## src/rtl/cwp_pkg.sv

```systemverilog
package cwp_pkg;
  localparam int REG_W     = 32;
  localparam int MODE_BIT  = 0;
  localparam int ALLOC_LO  = 1;
  localparam int ALLOC_W   = 2;
  localparam int SLC_BIT   = 4;
  localparam int UTL_BIT   = 5;

  typedef enum logic [ALLOC_W-1:0] {
    ALLOC_NONE = 2'b00,
    ALLOC_CB   = 2'b01,
    ALLOC_ALL  = 2'b10,
    ALLOC_RSVD = 2'b11
  } alloc_e;

  typedef struct packed {
    logic cfgLoad;
    logic slcSet;
    logic slcClr;
    logic utlSet;
    logic utlClr;
  } strobe_t;
endpackage

```

## src/rtl/cwp_regs.sv

```systemverilog
module cwp_regs
  import cwp_pkg::*;
(
  input  logic             clk,
  input  logic             rstN,
  input  strobe_t          strobe,
  input  logic [REG_W-1:0] wrData,
  output logic             modeQ,
  output alloc_e           allocQ,
  output logic [REG_W-1:0] rdData
);
  logic slcQ, utlQ;

  always_ff @(posedge clk or negedge rstN) begin
    if (!rstN) begin
      modeQ  <= 1'b0;
      allocQ <= ALLOC_NONE;
      slcQ   <= 1'b0;
      utlQ   <= 1'b0;
    end else begin
      if (strobe.cfgLoad) begin
        modeQ  <= wrData[MODE_BIT];
        allocQ <= alloc_e'(wrData[ALLOC_LO +: ALLOC_W]);
      end
      slcQ <= strobe.slcSet | (slcQ & ~strobe.slcClr);
      utlQ <= strobe.utlSet | (utlQ & ~strobe.utlClr);
    end
  end

  always_comb begin
    rdData                       = '0;
    rdData[MODE_BIT]             = modeQ;
    rdData[ALLOC_LO +: ALLOC_W]  = allocQ;
    rdData[SLC_BIT]              = slcQ;
    rdData[UTL_BIT]              = utlQ;
  end
endmodule

```

## src/rtl/cwp_policy.sv

```systemverilog
module cwp_policy
  import cwp_pkg::*;
(
  input  logic             regWrEn,
  input  logic [REG_W-1:0] regWrData,
  input  logic             snoopLockEvt,
  input  logic             lockFailEvt,
  input  logic             modeQ,
  input  alloc_e           allocQ,
  input  logic             storeValid,
  input  logic             accHit,
  input  logic             pageWt,
  input  logic             fillBusy,
  output strobe_t          strobe,
  output logic             isWriteThrough,
  output logic             isCopyBack,
  output logic             allocLine,
  output logic             mergeFill
);
  logic copyBackRes;
  logic allocOk;
  logic fieldLive;

  always_comb begin
    strobe.cfgLoad = regWrEn;
    strobe.slcSet  = snoopLockEvt;
    strobe.slcClr  = regWrEn & ~regWrData[SLC_BIT];
    strobe.utlSet  = lockFailEvt;
    strobe.utlClr  = regWrEn & ~regWrData[UTL_BIT];
  end

  always_comb begin
    copyBackRes = modeQ & ~pageWt;
    unique case (allocQ)
      ALLOC_CB:  begin allocOk = copyBackRes; fieldLive = 1'b1; end
      ALLOC_ALL: begin allocOk = 1'b1;        fieldLive = 1'b1; end
      default:   begin allocOk = 1'b0;        fieldLive = 1'b0; end
    endcase
    isCopyBack     = storeValid & copyBackRes;
    isWriteThrough = storeValid & ~copyBackRes;
    allocLine      = storeValid & ~accHit & allocOk;
    mergeFill      = storeValid & fillBusy & fieldLive;
  end
endmodule

```

## src/rtl/cwp_top.sv

```systemverilog
module cwp_top
  import cwp_pkg::*;
(
  input  logic             clk,
  input  logic             rstN,
  input  logic             regWrEn,
  input  logic [REG_W-1:0] regWrData,
  output logic [REG_W-1:0] regRdData,
  input  logic             storeValid,
  input  logic             accHit,
  input  logic             pageWt,
  input  logic             fillBusy,
  input  logic             snoopLockEvt,
  input  logic             lockFailEvt,
  output logic             isWriteThrough,
  output logic             isCopyBack,
  output logic             allocLine,
  output logic             mergeFill
);
  strobe_t strobe;
  logic    modeQ;
  alloc_e  allocQ;

  cwp_regs u_regs (
    .clk(clk), .rstN(rstN), .strobe(strobe), .wrData(regWrData),
    .modeQ(modeQ), .allocQ(allocQ), .rdData(regRdData)
  );

  cwp_policy u_policy (
    .regWrEn(regWrEn), .regWrData(regWrData),
    .snoopLockEvt(snoopLockEvt), .lockFailEvt(lockFailEvt),
    .modeQ(modeQ), .allocQ(allocQ),
    .storeValid(storeValid), .accHit(accHit), .pageWt(pageWt), .fillBusy(fillBusy),
    .strobe(strobe),
    .isWriteThrough(isWriteThrough), .isCopyBack(isCopyBack),
    .allocLine(allocLine), .mergeFill(mergeFill)
  );
endmodule

```

## config.mk

```make
export PLATFORM = sky130hd
export DESIGN_NAME = cwp_top
export DESIGN_NICKNAME = d
export VERILOG_FILES = /design/src/rtl/cwp_pkg.sv /design/src/rtl/cwp_regs.sv /design/src/rtl/cwp_policy.sv /design/src/rtl/cwp_top.sv
export SDC_FILE = /design/constraint.sdc
export NUM_CORES = 1
export LEC_CHECK = 0
export BUFFER_PORTS_ARGS = -buffer_cell sky130_fd_sc_hd__clkbuf_2
export CAP_MARGIN = 5
export CORE_MARGIN = 2
export CORE_UTILIZATION = 33
export CTS_BUF_LIST = sky130_fd_sc_hd__clkbuf_2
export DETAILED_ROUTE_END_ITERATION = 8
export PLACE_DENSITY = 0.85
export SETUP_SLACK_MARGIN = 0.2
export SYNTH_ARGS = -nofsm -noshare
export SYNTH_HDL_FRONTEND = slang
export SYNTH_HIERARCHICAL = 1
export SYNTH_SLANG_ARGS = --single-unit
```

## constraint.sdc

```tcl
create_clock -name clk -period 2.6 [get_ports clk]
set_input_delay 0.39 -clock clk [delete_from_list [all_inputs] [get_ports clk]]
set_output_delay 0.39 -clock clk [all_outputs]
set_load 0.02 [all_outputs]
```

==> run summary, run 1 <==
* **clock tree skew after final layout** 0 ps
* **fraction of final layout cells sized beyond drive strength 1** 37.5%
* **die width** 44.7 um
* **count of pins on the block boundary** 77
* **Starting Density** 35.8%
* **total inserted antenna cells** 0
* **critical-path cell list** inv_1, ha_1, nand3b_1, a2111oi_2, clkbuf_2
* **post-CTS resize count** 0
* **Vias** 339
* **Area Growth Syn to Fin** -0.917%
* **launch instance of the worst min-delay path** snoopLockEvt
* **DRC violations left** 0
* **floorplan die area** 1990 um^2
* **outcome** complete, no violations
* **Clock Latency Late Sink** 210 ps
* **count of endpoints failing setup in the final report** 0
* **share of synthesized area occupied by flip-flops and latches** 22.9%
* **number of antenna violations at the first check in global routing** 0
* **Critical Path Source** u_regs/allocQ[1]$_DFFE_PN0P_
* **Final WS setup** 721 ps
* **biggest fanout along the worst timing path** 4
* **Comb pwr share** 36.1%
* **startpoint type of the worst setup path** flip-flop
* **IO Port Bufs** 22
* **library cell contributing the largest single delay on the critical path** sky130_fd_sc_hd__dfrtp_1
* **mean post-synth cell area** 8.80 um^2
* **switching share of power** 40.5%
* **worst slack after detailed placement** 925 ps
* **# clock sinks** 5
* **endpoint class of the critical path** output port
* **hold buffers post-CTS** 1
* **Mapped Area** 546 um^2
* **static leakage** 0.000335 uW
* **cell taking the most area after synthesis** sky130_fd_sc_hd__buf_4
* **final worst path period need** 1880 ps
* **ratio of total power to cell area** 472 nW/um^2
* **critical path class** flip-flop to output port
* **clock tree from TritonCTS** yes
* **vertical die dimension** 44.7 um
* **wire length of the first global-routing pass** 986 um
* **post-detailed-routing wire length** 717 um
* **Final ANT Viol Nets** 0
* **via count of the first global-routing pass** 260
* **pin count of the biggest net entering global routing** 6
* **most frequent cells after synthesis** 35 x sky130_fd_sc_hd__buf_4, 7 x sky130_fd_sc_hd__inv_1, 5 x sky130_fd_sc_hd__dfrtp_1
* **count of buffering cells on the critical path with inverters included** 2
* **H-tree depth** 1
* **GP Congestion** 0.655
* **Clock power frac** 28.3%
* **Async S/R FF share, synth** 100%
* **final hold viol count** 0
* **crit path DAT** 1490 ps
* **area of the core region** 1520 um^2
* **fraction of post-synthesis cell area in the top cell type by area** 48.2%
* **Avg WL per Cell** 7.47 um
* **reported max-cap violation count** 0
* **Post CTS Setup Buffer Count** 0
* **CTS Root Buffer Type** sky130_fd_sc_hd__clkbuf_2
* **startpoint of the worst register-to-register path** u_regs/modeQ$_DFFE_PN0P_
* **total count of max-transition violations in the final report** 0
* **internal power** 152 uW
* **maximum clock path buffer count** 2
* **Num CTS Buffers** 3
* **count of yosys warnings during synthesis** 6
* **data required time at the worst endpoint** 2210 ps
* **net switching power** 103 uW
* **overall routing resource usage** 7.45%
* **largest voltage drop on the vdd net** 203 uV
* **Synth cell types** 13
* **most instantiated library cell after synthesis** sky130_fd_sc_hd__buf_4
* **Reg2Reg Setup Slack** 1810 ps
* **flops & latches, synth** 5
* **first-pass iteration count of the detailed router** 1
* **most used flip-flop cell after synthesis** sky130_fd_sc_hd__dfrtp_1
* **kind of cell with the highest combined delay on the critical path** flip-flops
* **fin crit share** 72.3%
* **dominant cells by area after synthesis** sky130_fd_sc_hd__buf_4 48%, sky130_fd_sc_hd__dfrtp_1 23%, sky130_fd_sc_hd__mux2_2 6.2%
* **Gate Count Post-Synth** 62
* **achievable clock frequency** 532 MHz
* **number of DRC markers in iteration 0** 0
* **detailed placement HPWL** 639 um
* **total grt overflow** 0
* **largest stage delay on the critical path** 410 ps
* **type of the tightest min-delay check** input port to flip-flop
* **clock input transition at the sequential cells of the worst setup and hold paths** 60 ps
* **number of nets in the layout** 124
* **sequential fraction of design power** 35.6%
* **final total negative setup slack** 0 ps
* **via density per instance** 3.53
* **RSZ-0062 raised after global routing** false
* **EDFF count, synth** 0
* **Rows** 14
power groups by stage:
stage	combinational [uW]	clock (uW)	sequential [uW]
floorplan	112	0	90.6
global placement	89.9	0	92.4
detailed placement	91.1	0	93.0
CTS	92.4	74.7	91.7
global route	101	85.5	92.4
finish	92.2	72.2	91.0
placed cells by master (no fill, tap or decap), types with 2 or more instances in the layout:
cell	instances
sky130_fd_sc_hd__conb_1	27
sky130_fd_sc_hd__mux2_2	3
sky130_fd_sc_hd__nor2b_1	2
sky130_fd_sc_hd__inv_1	7
sky130_fd_sc_hd__clkbuf_2	26
sky130_fd_sc_hd__dfrtp_1	5
sky130_fd_sc_hd__a21o_1	2
sky130_fd_sc_hd__ha_1	2
routing by layer:
layer	vias to the layer above	track usage (%)	wire, um
met5	-	0	0
met4	0	9.09	0
li1	164	-	-
met3	0	2.45	107
met1	145	6.44	249
met2	30	12.2	360
registers in the layout, summed over array words and instances, names as in the netlist:
name and cells:
u_regs/allocQ 2, u_regs/modeQ 1, u_regs/slcQ 1, u_regs/utlQ 1
cell families (layout without fill, tap and decap cells):
kind of cell / count (synthesis) / after routing / synth area share, %
buffers and inverters: 42 / 34 / 53.0
flip-flops: 5 / 5 / 22.9
adder cells (fa/ha/maj): 2 / 2 / 4.59
AO/OA/AOI/OAI: 4 / 4 / 6.42
other: 1 / 27 / 0.687
multiplexers: 3 / 3 / 6.19
AND/OR/NAND/NOR: 5 / 5 / 6.19
cell type report:
class	instances	area, um^2
fill	165	983
multi-input combinational	41	229
sequential	5	125
timing repair buffer	23	120
inverter	7	26.3
clock buffer	4	20.0
tap	16	20.0
through the flow:
stage | hold WS (ps) | utilization [%] | std cells | power (uW) | instance area (um^2)
after global routing | 314 | 35.5 | 96 | 279 | 541
after global placement | 210 | 33.5 | 91 | 182 | 510
after floorplan | 94.4 | - | 88 | 202 | 643
after detailed placement | 219 | 33.5 | 91 | 184 | 510
after CTS | 344 | 35.5 | 96 | 259 | 541
final | 352 | 35.5 | 96 | 255 | 541
final timing paths:
check                                               end  cells after the start
min reg2reg                       u_regs/slcQ$_DFF_PN0_                      1
max                                           allocLine                      5
max reg2reg                    u_regs/modeQ$_DFFE_PN0P_                      1
min in group asynchronous  u_regs/allocQ[0]$_DFFE_PN0P_                      2
min                               u_regs/slcQ$_DFF_PN0_                      2
max in group asynchronous         u_regs/utlQ$_DFF_PN0_                      2
Note: power is estimated with default switching activity, not from simulation.
==> run 2: changes to the inputs <==
--- a/config.mk
+++ b/config.mk
@@ -8,10 +8,10 @@
 export BUFFER_PORTS_ARGS = -buffer_cell sky130_fd_sc_hd__clkbuf_2
 export CAP_MARGIN = 5
 export CORE_MARGIN = 2
-export CORE_UTILIZATION = 33
+export CORE_UTILIZATION = 28
 export CTS_BUF_LIST = sky130_fd_sc_hd__clkbuf_2
 export DETAILED_ROUTE_END_ITERATION = 8
-export PLACE_DENSITY = 0.85
+export PLACE_DENSITY = 0.76
 export SETUP_SLACK_MARGIN = 0.2
 export SYNTH_ARGS = -nofsm -noshare
 export SYNTH_HDL_FRONTEND = slang
==> constraint.sdc (replaced) <==
create_clock -name clk -period 1.6 [get_ports clk]
set_input_delay 0.24 -clock clk [delete_from_list [all_inputs] [get_ports clk]]
set_output_delay 0.24 -clock clk [all_outputs]
set_load 0.02 [all_outputs]
==> run 2 against run 1 <==
Net effect: the run now ends with negative setup slack left; total power increased by 75%; worst setup slack got worse by 740 ps; non-clock buffer count increased by 3; register-to-register slack got worse by 1200 ps; worst hold slack got worse by 150 ps; clock skew unchanged; final cell count increased by 13%; clock power increased by 62%; utilization decreased by 1.3 points.
==> run summary, run 2 (synthesized netlist as in run 1, its figures left out) <==
* **via count of the first global-routing pass** 266
* **number of nets in the layout** 127
* **RSZ-0062 raised after global routing** true
* **Area Growth Syn to Fin** 11.7%
* **outcome** finished, violations left
* **startpoint type of the worst setup path** flip-flop
* **Final WS setup** -23.0 ps
* **end of the worst register-to-register path** u_regs/allocQ[1]$_DFFE_PN0P_
* **total cell area at the placement stage** 539 um^2
* **wire length of the first global-routing pass** 1.08 mm
* **Avg WL per Cell** 7.65 um
* **reported max-cap violation count** 0
* **final non-filler cell area** 609 um^2
* **Worst Reg2Reg Path Length in Cells** 3
* **failing checks** negative setup slack
* **type of the tightest min-delay check** input port to flip-flop
* **detailed placement HPWL** 702 um
* **startpoint of the worst register-to-register path** u_regs/allocQ[1]$_DFFE_PN0P_
* **net switching power** 180 uW
* **first-pass iteration count of the detailed router** 4
* **die width** 48.1 um
* **Rows** 15
* **floorplan die area** 2320 um^2
* **count of endpoints failing setup in the final report** 1
* **# clock sinks** 5
* **number of DRC markers in iteration 0** 4
* **fin crit share** 101%
* **achievable clock frequency** 616 MHz
* **Clock Latency Late Sink** 210 ps
* **DRC violations left** 0
* **Num CTS Buffers** 3
* **worst hold slack** 200 ps
* **uppermost routed layer** met3
* **fraction of final layout cells sized beyond drive strength 1** 44.6%
* **ratio of total power to cell area** 734 nW/um^2
* **Vias** 351
* **IO Port Bufs** 22
* **Final ANT Viol Nets** 0
* **flip-flop count of the largest register, all copies and words added** 2
* **end point of the most critical hold path** u_regs/slcQ$_DFF_PN0_
* **Layout Utilization** 34.2%
* **final worst path period need** 1620 ps
* **register ranked first by flip-flop count** u_regs/allocQ
* **clock tree skew after final layout** 0 ps
* **most common cell after layout, fill and taps aside** sky130_fd_sc_hd__conb_1
* **clock tree from TritonCTS** yes
* **total count of max-transition violations in the final report** 0
* **total grt overflow** 0
* **biggest fanout along the worst timing path** 2
* **met3 wire length** 126 um
* **total inserted antenna cells** 0
* **pin count of the biggest net entering global routing** 6
* **launch instance of the worst min-delay path** snoopLockEvt
* **Comb pwr share** 41.0%
* **internal power** 267 uW
* **sequential fraction of design power** 32.8%
* **count of pins on the block boundary** 77
* **Reg2Reg Setup Slack** 580 ps
* **number of cells on the worst hold path** 2
* **vertical die dimension** 48.1 um
* **crit path DAT** 1380 ps
* **clock input transition at the sequential cells of the worst setup and hold paths** 60 ps
* **post-detailed-routing wire length** 826 um
* **leading cell types in the layout, fill and taps excluded** 27 x sky130_fd_sc_hd__conb_1, 24 x sky130_fd_sc_hd__clkbuf_2, 5 x sky130_fd_sc_hd__buf_4, 5 x sky130_fd_sc_hd__inv_1, 5 x sky130_fd_sc_hd__dfrtp_1
* **endpoint class of the critical path** output port
* **Starting Density** 30.6%
* **H-tree depth** 1
* **via density per instance** 3.25
* **static leakage** 0.000352 uW
* **CTS Root Buffer Type** sky130_fd_sc_hd__clkbuf_2
* **critical path class** flip-flop to output port
* **overall routing resource usage** 7.13%
* **data required time at the worst endpoint** 1360 ps
* **number of antenna violations at the first check in global routing** 0
* **area of the core region** 1780 um^2
* **Clock power frac** 26.2%
* **largest voltage drop on the vdd net** 284 uV
* **GP Congestion** 0.625
* **met2 routed wirelength** 356 um
* **final hold viol count** 0
* **switching share of power** 40.3%
* **routed length on met1** 343 um
* **maximum clock path buffer count** 2
-- run 2: through the flow --
step                      TNS, ps  std cells  total power [uW]  worst slack (ps)
after global placement          0        100               303               108
after global routing         -125        108               487              -125
after floorplan                 0         88               336               196
after CTS                   -94.4        108               456             -94.4
final                       -23.0        108               447             -23.0
after detailed placement        0        100               307              69.0
-- run 2: final cells by class --
class / instances / area, um^2
clock buffers: 4 / 20.0
flip-flops and latches: 5 / 125
repair buffers: 26 / 148
fillers: 189 / 1170
inverters: 7 / 26.3
multi-input cells: 41 / 259
well taps: 25 / 31.3
-- run 2: worst max-delay path by stage --
stage | start | endpoint | slack [ps] | cells after the start
after CTS | u_regs/allocQ[1]$_DFFE_PN0P_ | allocLine | -90 | 5
after detailed placement | u_regs/allocQ[1]$_DFFE_PN0P_ | allocLine | 70 | 5
final | u_regs/allocQ[1]$_DFFE_PN0P_ | allocLine | -20 | 5
after floorplan | u_regs/allocQ[1]$_DFFE_PN0P_ | allocLine | 200 | 4
after global routing | u_regs/allocQ[1]$_DFFE_PN0P_ | allocLine | -120 | 5
after global placement | u_regs/allocQ[1]$_DFFE_PN0P_ | allocLine | 110 | 5
-- run 2: metal layers --
metal  global-route usage, %  up-vias
met3                    2.59        0
li1                        -      170
met4                    6.49        0
met2                    11.3       36
met1                    7.22      145
met5                       0        -
-- run 2: power by group through the flow --
| stage | Sequential (uW) | Combinational, uW | Clock, uW |
|---|---|---|---|
| after floorplan | 147 | 189 | 0 |
| final | 147 | 183 | 117 |
| after CTS | 147 | 183 | 126 |
| after detailed placement | 150 | 156 | 0 |
| after global placement | 149 | 154 | 0 |
| after global routing | 147 | 204 | 135 |
-- run 2: repair_timing --
| item | in CTS | in global routing |
|---|---|---|
| buffers inserted | 3 | 0 |
| endpoints found under the setup margin | 2 | 2 |
| hold buffers | 1 | 0 |
| hold endpoints to repair | 5 | 0 |
| pin swaps | 1 | 1 |
| gates resized for setup | 5 | 2 |
-- run 2: critical path: stages (launching register included) --
cell	delay (ps)
sky130_fd_sc_hd__dfrtp_1	380
sky130_fd_sc_hd__inv_1	60
sky130_fd_sc_hd__ha_1	130
sky130_fd_sc_hd__nand3b_1	120
sky130_fd_sc_hd__a2111oi_4	300
sky130_fd_sc_hd__buf_4	190
